--- src/rtl/dr_fa_pkg.sv ---
package dr_fa_pkg;

  typedef enum logic [1:0] {
    IND_STRONG = 2'd0,
    IND_WEAK   = 2'd1,
    IND_BIASED = 2'd2
  } ind_mode_e;

  localparam int unsigned NUM_IN = 3;
  localparam int unsigned NUM_MT = 1 << NUM_IN;

  // Mask of minterms (index = {a,b,c}) whose parity is odd.
  function automatic logic [NUM_MT-1:0] odd_mask();
    logic [NUM_MT-1:0] m;
    for (int k = 0; k < NUM_MT; k++) begin
      m[k] = ^(k[NUM_IN-1:0]);
    end
    return m;
  endfunction

  // Mask of minterms with at least two ones.
  function automatic logic [NUM_MT-1:0] maj_mask();
    logic [NUM_MT-1:0] m;
    for (int k = 0; k < NUM_MT; k++) begin
      m[k] = ($countones(k[NUM_IN-1:0]) >= 2);
    end
    return m;
  endfunction

endpackage

--- src/rtl/dr_celem.sv ---
module dr_celem #(
  parameter int unsigned N = 2
) (
  input  logic         clk,
  input  logic         rst,
  input  logic [N-1:0] in,
  output logic         q
);

  always_ff @(posedge clk) begin
    if (rst) begin
      q <= 1'b0;
    end else if (&in) begin
      q <= 1'b1;
    end else if (~|in) begin
      q <= 1'b0;
    end
  end

endmodule

--- src/rtl/dr_minterm_bank.sv ---
module dr_minterm_bank
  import dr_fa_pkg::*;
(
  input  logic              clk,
  input  logic              rst,
  input  logic              a_t,
  input  logic              a_f,
  input  logic              b_t,
  input  logic              b_f,
  input  logic              c_t,
  input  logic              c_f,
  output logic [NUM_MT-1:0] mt
);

  for (genvar i = 0; i < NUM_MT; i++) begin : g_mt
    localparam logic [NUM_IN-1:0] SEL = i[NUM_IN-1:0];
    logic [NUM_IN-1:0] ins;
    assign ins[2] = SEL[2] ? a_t : a_f;
    assign ins[1] = SEL[1] ? b_t : b_f;
    assign ins[0] = SEL[0] ? c_t : c_f;
    dr_celem #(.N(NUM_IN)) u_c (
      .clk (clk),
      .rst (rst),
      .in  (ins),
      .q   (mt[i])
    );
  end

endmodule

--- src/rtl/dr_carry_eager.sv ---
module dr_carry_eager
  import dr_fa_pkg::*;
#(
  parameter ind_mode_e MODE = IND_WEAK
) (
  input  logic clk,
  input  logic rst,
  input  logic a_t,
  input  logic a_f,
  input  logic b_t,
  input  logic b_f,
  input  logic c_t,
  input  logic c_f,
  output logic cout_t,
  output logic cout_f
);

  localparam int unsigned NT = 3;

  logic [NT-1:0] t_q;
  logic [NT-1:0] f_q;

  // Term 0 is shared by both styles: a and b agree.
  dr_celem #(.N(2)) u_t0 (.clk(clk), .rst(rst), .in({a_t, b_t}), .q(t_q[0]));
  dr_celem #(.N(2)) u_f0 (.clk(clk), .rst(rst), .in({a_f, b_f}), .q(f_q[0]));

  if (MODE == IND_BIASED) begin : g_biased
    dr_celem #(.N(2)) u_t1 (.clk(clk), .rst(rst), .in({a_t, c_t}), .q(t_q[1]));
    dr_celem #(.N(2)) u_t2 (.clk(clk), .rst(rst), .in({b_t, c_t}), .q(t_q[2]));
    dr_celem #(.N(2)) u_f1 (.clk(clk), .rst(rst), .in({a_f, c_f}), .q(f_q[1]));
    dr_celem #(.N(2)) u_f2 (.clk(clk), .rst(rst), .in({b_f, c_f}), .q(f_q[2]));
  end else begin : g_weak
    // Propagate cases must see the carry-in.
    dr_celem #(.N(3)) u_t1 (.clk(clk), .rst(rst), .in({a_t, b_f, c_t}), .q(t_q[1]));
    dr_celem #(.N(3)) u_t2 (.clk(clk), .rst(rst), .in({a_f, b_t, c_t}), .q(t_q[2]));
    dr_celem #(.N(3)) u_f1 (.clk(clk), .rst(rst), .in({a_t, b_f, c_f}), .q(f_q[1]));
    dr_celem #(.N(3)) u_f2 (.clk(clk), .rst(rst), .in({a_f, b_t, c_f}), .q(f_q[2]));
  end

  assign cout_t = |t_q;
  assign cout_f = |f_q;

endmodule

--- src/rtl/dr_full_adder.sv ---
module dr_full_adder
  import dr_fa_pkg::*;
#(
  parameter ind_mode_e MODE = IND_STRONG
) (
  input  logic clk,
  input  logic rst,
  input  logic a_t,
  input  logic a_f,
  input  logic b_t,
  input  logic b_f,
  input  logic c_t,
  input  logic c_f,
  output logic sum_t,
  output logic sum_f,
  output logic cout_t,
  output logic cout_f
);

  localparam logic [NUM_MT-1:0] ODD = odd_mask();
  localparam logic [NUM_MT-1:0] MAJ = maj_mask();

  logic [NUM_MT-1:0] mt;

  dr_minterm_bank u_bank (
    .clk (clk),
    .rst (rst),
    .a_t (a_t),
    .a_f (a_f),
    .b_t (b_t),
    .b_f (b_f),
    .c_t (c_t),
    .c_f (c_f),
    .mt  (mt)
  );

  assign sum_t = |(mt & ODD);
  assign sum_f = |(mt & ~ODD);

  if (MODE == IND_STRONG) begin : g_strong
    assign cout_t = |(mt & MAJ);
    assign cout_f = |(mt & ~MAJ);
  end else begin : g_eager
    dr_carry_eager #(.MODE(MODE)) u_carry (
      .clk    (clk),
      .rst    (rst),
      .a_t    (a_t),
      .a_f    (a_f),
      .b_t    (b_t),
      .b_f    (b_f),
      .c_t    (c_t),
      .c_f    (c_f),
      .cout_t (cout_t),
      .cout_f (cout_f)
    );
  end

endmodule

--- config.mk ---
export PLATFORM = sky130hd
export DESIGN_NAME = dr_full_adder
export DESIGN_NICKNAME = d
export VERILOG_FILES = /design/src/rtl/dr_fa_pkg.sv /design/src/rtl/dr_celem.sv /design/src/rtl/dr_minterm_bank.sv /design/src/rtl/dr_carry_eager.sv /design/src/rtl/dr_full_adder.sv
export SDC_FILE = /design/constraint.sdc
export NUM_CORES = 1
export LEC_CHECK = 0
export BUFFER_PORTS_ARGS = -buffer_cell sky130_fd_sc_hd__buf_2
export CAP_MARGIN = 30
export CORE_AREA = 4 4 41 43
export CTS_CLUSTER_SIZE = 12
export DETAILED_ROUTE_END_ITERATION = 8
export DIE_AREA = 0 0 45 47
export PLACE_DENSITY_LB_ADDON = 0.25
export SLEW_MARGIN = 10
export SYNTH_ARGS = -nofsm -noshare
export SYNTH_HDL_FRONTEND = slang
export SYNTH_SLANG_ARGS = --single-unit
--- constraint.sdc ---
create_clock -name clk -period 1 [get_ports clk]
set_input_delay 0.05 -clock clk [delete_from_list [all_inputs] [get_ports clk]]
set_output_delay 0.05 -clock clk [all_outputs]
set_load 0.02 [all_outputs]
**Yosys cells after proc, flatten, opt, wreduce, memory -nomap -nowiden**

Index checks and enable logic that the tools add are counted.

- Equal/unequal tests: 8
- Multiplexer cells: 16
- Reductions and logical operators: 20

Operator list:

| operator | count |
|---|---|
| $reduce_and A3 Y1 | 8 |
| $reduce_or A3 Y1 | 8 |
| $mux W1 | 16 |
| $ne A2 B2 Y1 const B | 8 |
| $reduce_or A4 Y1 | 4 |

- Register bits: 8
- Bits of input ports: 8

**Logic depth before layout (Yosys ltp)**

- Depth in word-level cells: 3
- Mapped depth: 3

**Modules after synthesis**

Synthesis repeated with hierarchy kept, for this count alone.

- Cells, all modules: 44
- Area, all modules: 370.4 µm²

Modules (own cells, without submodules):

| module | instances | cells each | area each (µm²) | seq. area each (µm²) |
|---|---|---|---|---|
| dr_celem | 8 | 5 | 42.5 | 20.0 |
| dr_full_adder | 1 | 4 | 30.0 | 0.0 |

**Worst setup path after synthesis**

Ideal clock, no wire load.

- Kind: register -> output
- Start: register u_bank.g_mt[4].u_c.q
- End: output port cout_f
- Arrival time: 0.933 ns
- Required time: 0.950 ns
- Slack: 0.017 ns
- Cell stages (with the launch flop): 2
- Cell sequence: dfxtp_1 > or4_1

- Longest elaborated chain between the ends: 1

Ends and longest elaborated chain:

| element | RTL line | source |
|---|---|---|
| start, declared | dr_celem.sv:7 | `output logic q` |
| start signal, assigned | dr_celem.sv:12 | `q <= 1'b0;` |
| start signal, assigned | dr_celem.sv:14 | `q <= 1'b1;` |
| start signal, assigned | dr_celem.sv:16 | `q <= 1'b0;` |
| $reduce_or A4 Y1 | dr_full_adder.sv:42 | `assign cout_f = \|(mt & ~MAJ);` |
| end, declared | dr_full_adder.sv:17 | `output logic cout_f` |

Every way passes these cells.

**Worst setup path after layout**

- Start: register u_bank.g_mt[2].u_c.q
- End: output port sum_t

- Longest elaborated chain between the ends: 1

Ends and longest elaborated chain:

| element | RTL line | source |
|---|---|---|
| start, declared | dr_celem.sv:7 |  |
| start signal, assigned | dr_celem.sv:12 |  |
| start signal, assigned | dr_celem.sv:14 |  |
| start signal, assigned | dr_celem.sv:16 |  |
| $reduce_or A4 Y1 | dr_full_adder.sv:37 | `assign sum_t = \|(mt & ODD);` |
| end, declared | dr_full_adder.sv:14 | `output logic sum_t,` |

Every way passes these cells.

==> flow_summary.rst <==
.. list-table::
   :header-rows: 1

   * - Metric
     - Value
   * - Combinational family with the most area after synthesis
     - compound AO/OA/AOI/OAI gates
   * - Final period utilization
     - 131%
   * - Total number of clock tree sinks
     - 8
   * - Register with the most flip-flops
     - u_bank.g_mt.u_c.q
   * - Area fraction in compound gates after synthesis
     - 35.1%
   * - Largest cells by area after synthesis
     - sky130_fd_sc_hd__dfxtp_1 45%, sky130_fd_sc_hd__a21oi_1 11%, sky130_fd_sc_hd__o22ai_1 11%
   * - Vias per Instance
     - 5.25
   * - Initial core utilization
     - 27.4%
   * - Number of placed I/O pins
     - 12
   * - Height of the chip
     - 47 um
   * - Global routing usage on met1
     - 15.9%
   * - Horizontal extent of the die
     - 45 um
   * - Critical Setup Path Class
     - register to output port
   * - Synth Area in XOR/XNOR
     - 0%
   * - CP Launch Type
     - register
   * - End of the worst register-to-register path
     - u_bank.g_mt[5].u_c.q
   * - Routed wire length
     - 1.01 mm
   * - Reported max-cap violation count
     - 0
   * - Worst slew margin relative to its limit
     - 83.9%
   * - Worst-path fanout max
     - 3
   * - Final-report setup violation count
     - 4
   * - CP max stage delay
     - 0.54 ns
   * - Unrepaired setup endpoints after global routing
     - yes
   * - Port Buffer Count
     - 11
   * - First-pass iteration count of the detailed router
     - 4
   * - Clk_skew
     - 0 ns
   * - Worst Slack Setup Final
     - -0.314 ns
   * - CTS clk-pin slew, worst paths
     - 0.06 ns
   * - Crit Reg-Reg Startpoint
     - u_bank.g_mt[5].u_c.q
   * - Fraction of the mapped netlist area in adder cells
     - 0%
   * - P&R area growth vs syn
     - 51.2%
   * - Total Power
     - 905 uW
   * - Final slew viol count
     - 0
   * - Source-to-sink clock delay at the later pin of the worst-skew pair
     - 0.25 ns
   * - Synthesized area
     - 357 um2
   * - Via count of the first global-routing pass
     - 336
   * - Area of the core region
     - 1300 um2
   * - Sequence of cells on the critical path
     - or4_4, buf_6
   * - Slew @ Worst Pin
     - 0.240 ns
   * - Overall die area
     - 2120 um2
   * - Data required time of the critical path
     - 0.95 ns
   * - Endpoint type of the worst setup path
     - output port
   * - Highest-utilization routing layer at the global route stage
     - met1
   * - Max Clk Rate
     - 0.761 GHz
   * - PD cells
     - 1680 nW/um2
   * - Failing checks
     - negative setup slack
   * - Wirelength per Cell
     - 13.3 um
   * - Minimum period implied by the final worst setup slack
     - 1.31 ns
   * - Count of nets left with antenna violations after detail routing
     - 0
   * - Number of buffers inserted during clock tree synthesis
     - 3
   * - Global-route wire length before repair
     - 1.67 mm
   * - Met2 capacity usage during global routing
     - 15.8%
   * - Root buffer cell
     - sky130_fd_sc_hd__clkbuf_4
   * - CTS tree
     - yes
   * - Initial antenna violation count
     - 0
   * - Worst-case hold slack
     - 0.121 ns
   * - Fin. Hold Viols
     - 0
   * - Placer congestion estimate
     - 0.693
   * - Startpoint of the worst setup timing path
     - u_bank.g_mt[2].u_c.q
   * - Static Leak
     - 0.222 nW
   * - Share of cells above drive strength 1
     - 47.5%
   * - Buffers from clock root to sink, at most
     - 2
   * - Pin count of the biggest net entering global routing
     - 13
   * - Synth Area in Simple Gates
     - 16.5%
   * - Leading registers by flop count
     - u_bank.g_mt.u_c.q (8)
   * - Hold buffer count at cts
     - 0
   * - Number of nets produced by synthesis
     - 50
   * - Path category of the worst min-delay check
     - primary input to register
   * - FF+latch count, synth
     - 8
   * - Number of DRC violations after detailed-routing iteration 0
     - 5
   * - Proportion of netlist area held by the largest area contributor
     - 44.9%
   * - Data arrival time of the worst path
     - 1.26 ns
   * - Synth warnings
     - 0
   * - Number of flip-flops under the largest register name
     - 8
   * - Synthesized netlist cell count
     - 42
   * - GR Util met3
     - 2.68%
   * - Number of library cell types mapped by synthesis
     - 10
   * - Final antenna diode count
     - 0
   * - Total via count after detailed routing
     - 399
   * - Result of the run
     - complete, but fails checks
   * - Largest area contributor in the netlist
     - sky130_fd_sc_hd__dfxtp_1
   * - Worst ir drop on vdd
     - 0.712 mV
   * - CTS H-tree lvls
     - 1
   * - Mux share of post-synthesis cell area
     - 0%
   * - Overall track demand over capacity in global routing
     - 11.7%
   * - Floorplan row count
     - 13
   * - End of the critical path
     - sum_t
   * - Worst r2r path cells
     - 3
   * - Final Util
     - 41.4%
   * - Number of nets at the end of the flow
     - 71
   * - Number of remaining DRC errors
     - 0
   * - Total negative slack for setup checks
     - -1.22 ns
   * - Global route total overflow
     - 0
   * - Mean Syn Cell Area
     - 8.49 um2
   * - Hpwl dp
     - 709 um
   * - Register-to-register path setup slack
     - 0.15 ns
   * - Sequential-to-total area share from yosys stat
     - 44.9%
   * - Worst-path cell with the longest stage delay
     - sky130_fd_sc_hd__or4_4
==> power by group <==
part / switching [mW] / total [mW] / internal (mW) / leakage (nW)
Sequential: 0.0219 / 0.369 / 0.347 / 0.0677
Combinational: 0.123 / 0.279 / 0.156 / 0.141
Clock: 0.119 / 0.257 / 0.138 / 0.0138
==> final cells by class <==
type	instances	area, um2
fill	139	762
multi-input combinational	31	199
sequential	8	166
timing repair buffer	17	125
clock buffer	3	22.5
tap	15	18.8
inverter	2	7.51
==> cells by family (layout without fill, tap and decap cells) <==
group                  after synthesis  after routing
buffers and inverters                3             22
DFF                                  8              8
AOI/OAI and AO/OA                   22             22
and+or+nand+nor                      9              9
==> cells in the final DEF, fill, tap and decap left out <==
master                     netlist  routed
sky130_fd_sc_hd__clkbuf_4        0       3
sky130_fd_sc_hd__o32ai_1         2       2
sky130_fd_sc_hd__nor2_1          1       1
sky130_fd_sc_hd__buf_4           0       6
sky130_fd_sc_hd__o22ai_1         6       6
sky130_fd_sc_hd__inv_1           2       2
sky130_fd_sc_hd__dfxtp_1         8       3
sky130_fd_sc_hd__nand2b_1        4       4
sky130_fd_sc_hd__buf_6           0       4
sky130_fd_sc_hd__dfxtp_2         0       5
sky130_fd_sc_hd__or4_4           0       4
sky130_fd_sc_hd__o21ai_0         6       6
sky130_fd_sc_hd__a21oi_1         8       8
sky130_fd_sc_hd__buf_2           1       7
==> cells in the mapped netlist, drive strengths merged <==
cell type and number:
a21oi 8, dfxtp 8, o21ai 6, o22ai 6
nand2b 4, or4 4, inv 2, o32ai 2
buf 1, nor2 1
==> worst min-delay path by stage <==
| stage | startpoint | endpoint | slack (ns) | cells after the start |
|---|---|---|---|---|
| after floorplan | c_t | u_bank.g_mt[5].u_c.q | 0.21 | 2 |
| after global placement | a_f | u_bank.g_mt[2].u_c.q | 0.39 | 3 |
| after detailed placement | c_t | u_bank.g_mt[5].u_c.q | 0.39 | 3 |
| after CTS | c_f | u_bank.g_mt[4].u_c.q | 0.12 | 3 |
| after global routing | b_t | u_bank.g_mt[3].u_c.q | 0.15 | 3 |
| final | c_f | u_bank.g_mt[4].u_c.q | 0.12 | 3 |
==> routing by layer <==
| metal | part of all wire, % | vias up |
|---|---|---|
| met5 | 0 | - |
| met4 | 0.89 | 0 |
| met3 | 6.0 | 2 |
| met2 | 43 | 12 |
| met1 | 50 | 183 |
| li1 | - | 202 |
==> worst max-delay path, delay by kind of cell (launching register included) <==
family	cells	cell delay (ns)
AND/OR/NAND/NOR	1	0.54
flip-flops	1	0.33
buffers and inverters	1	0.15
==> what timing repair did <==
item	CTS	global route
resized for setup	13	4
endpoints found under the setup margin	4	4
buffers inserted	1	0
pin swaps	3	0
==> per-stage QoR <==
step,instance area [um2],worst slack (ns),std cells
2_1_floorplan,357,0.0170,42
3_3_place_gp,463,-0.0503,72
3_5_place_dp,463,-0.0434,72
4_1_cts,528,-0.318,76
5_1_grt,539,-0.339,76
6_report,539,-0.314,76
(Power assumes the default switching activity.)
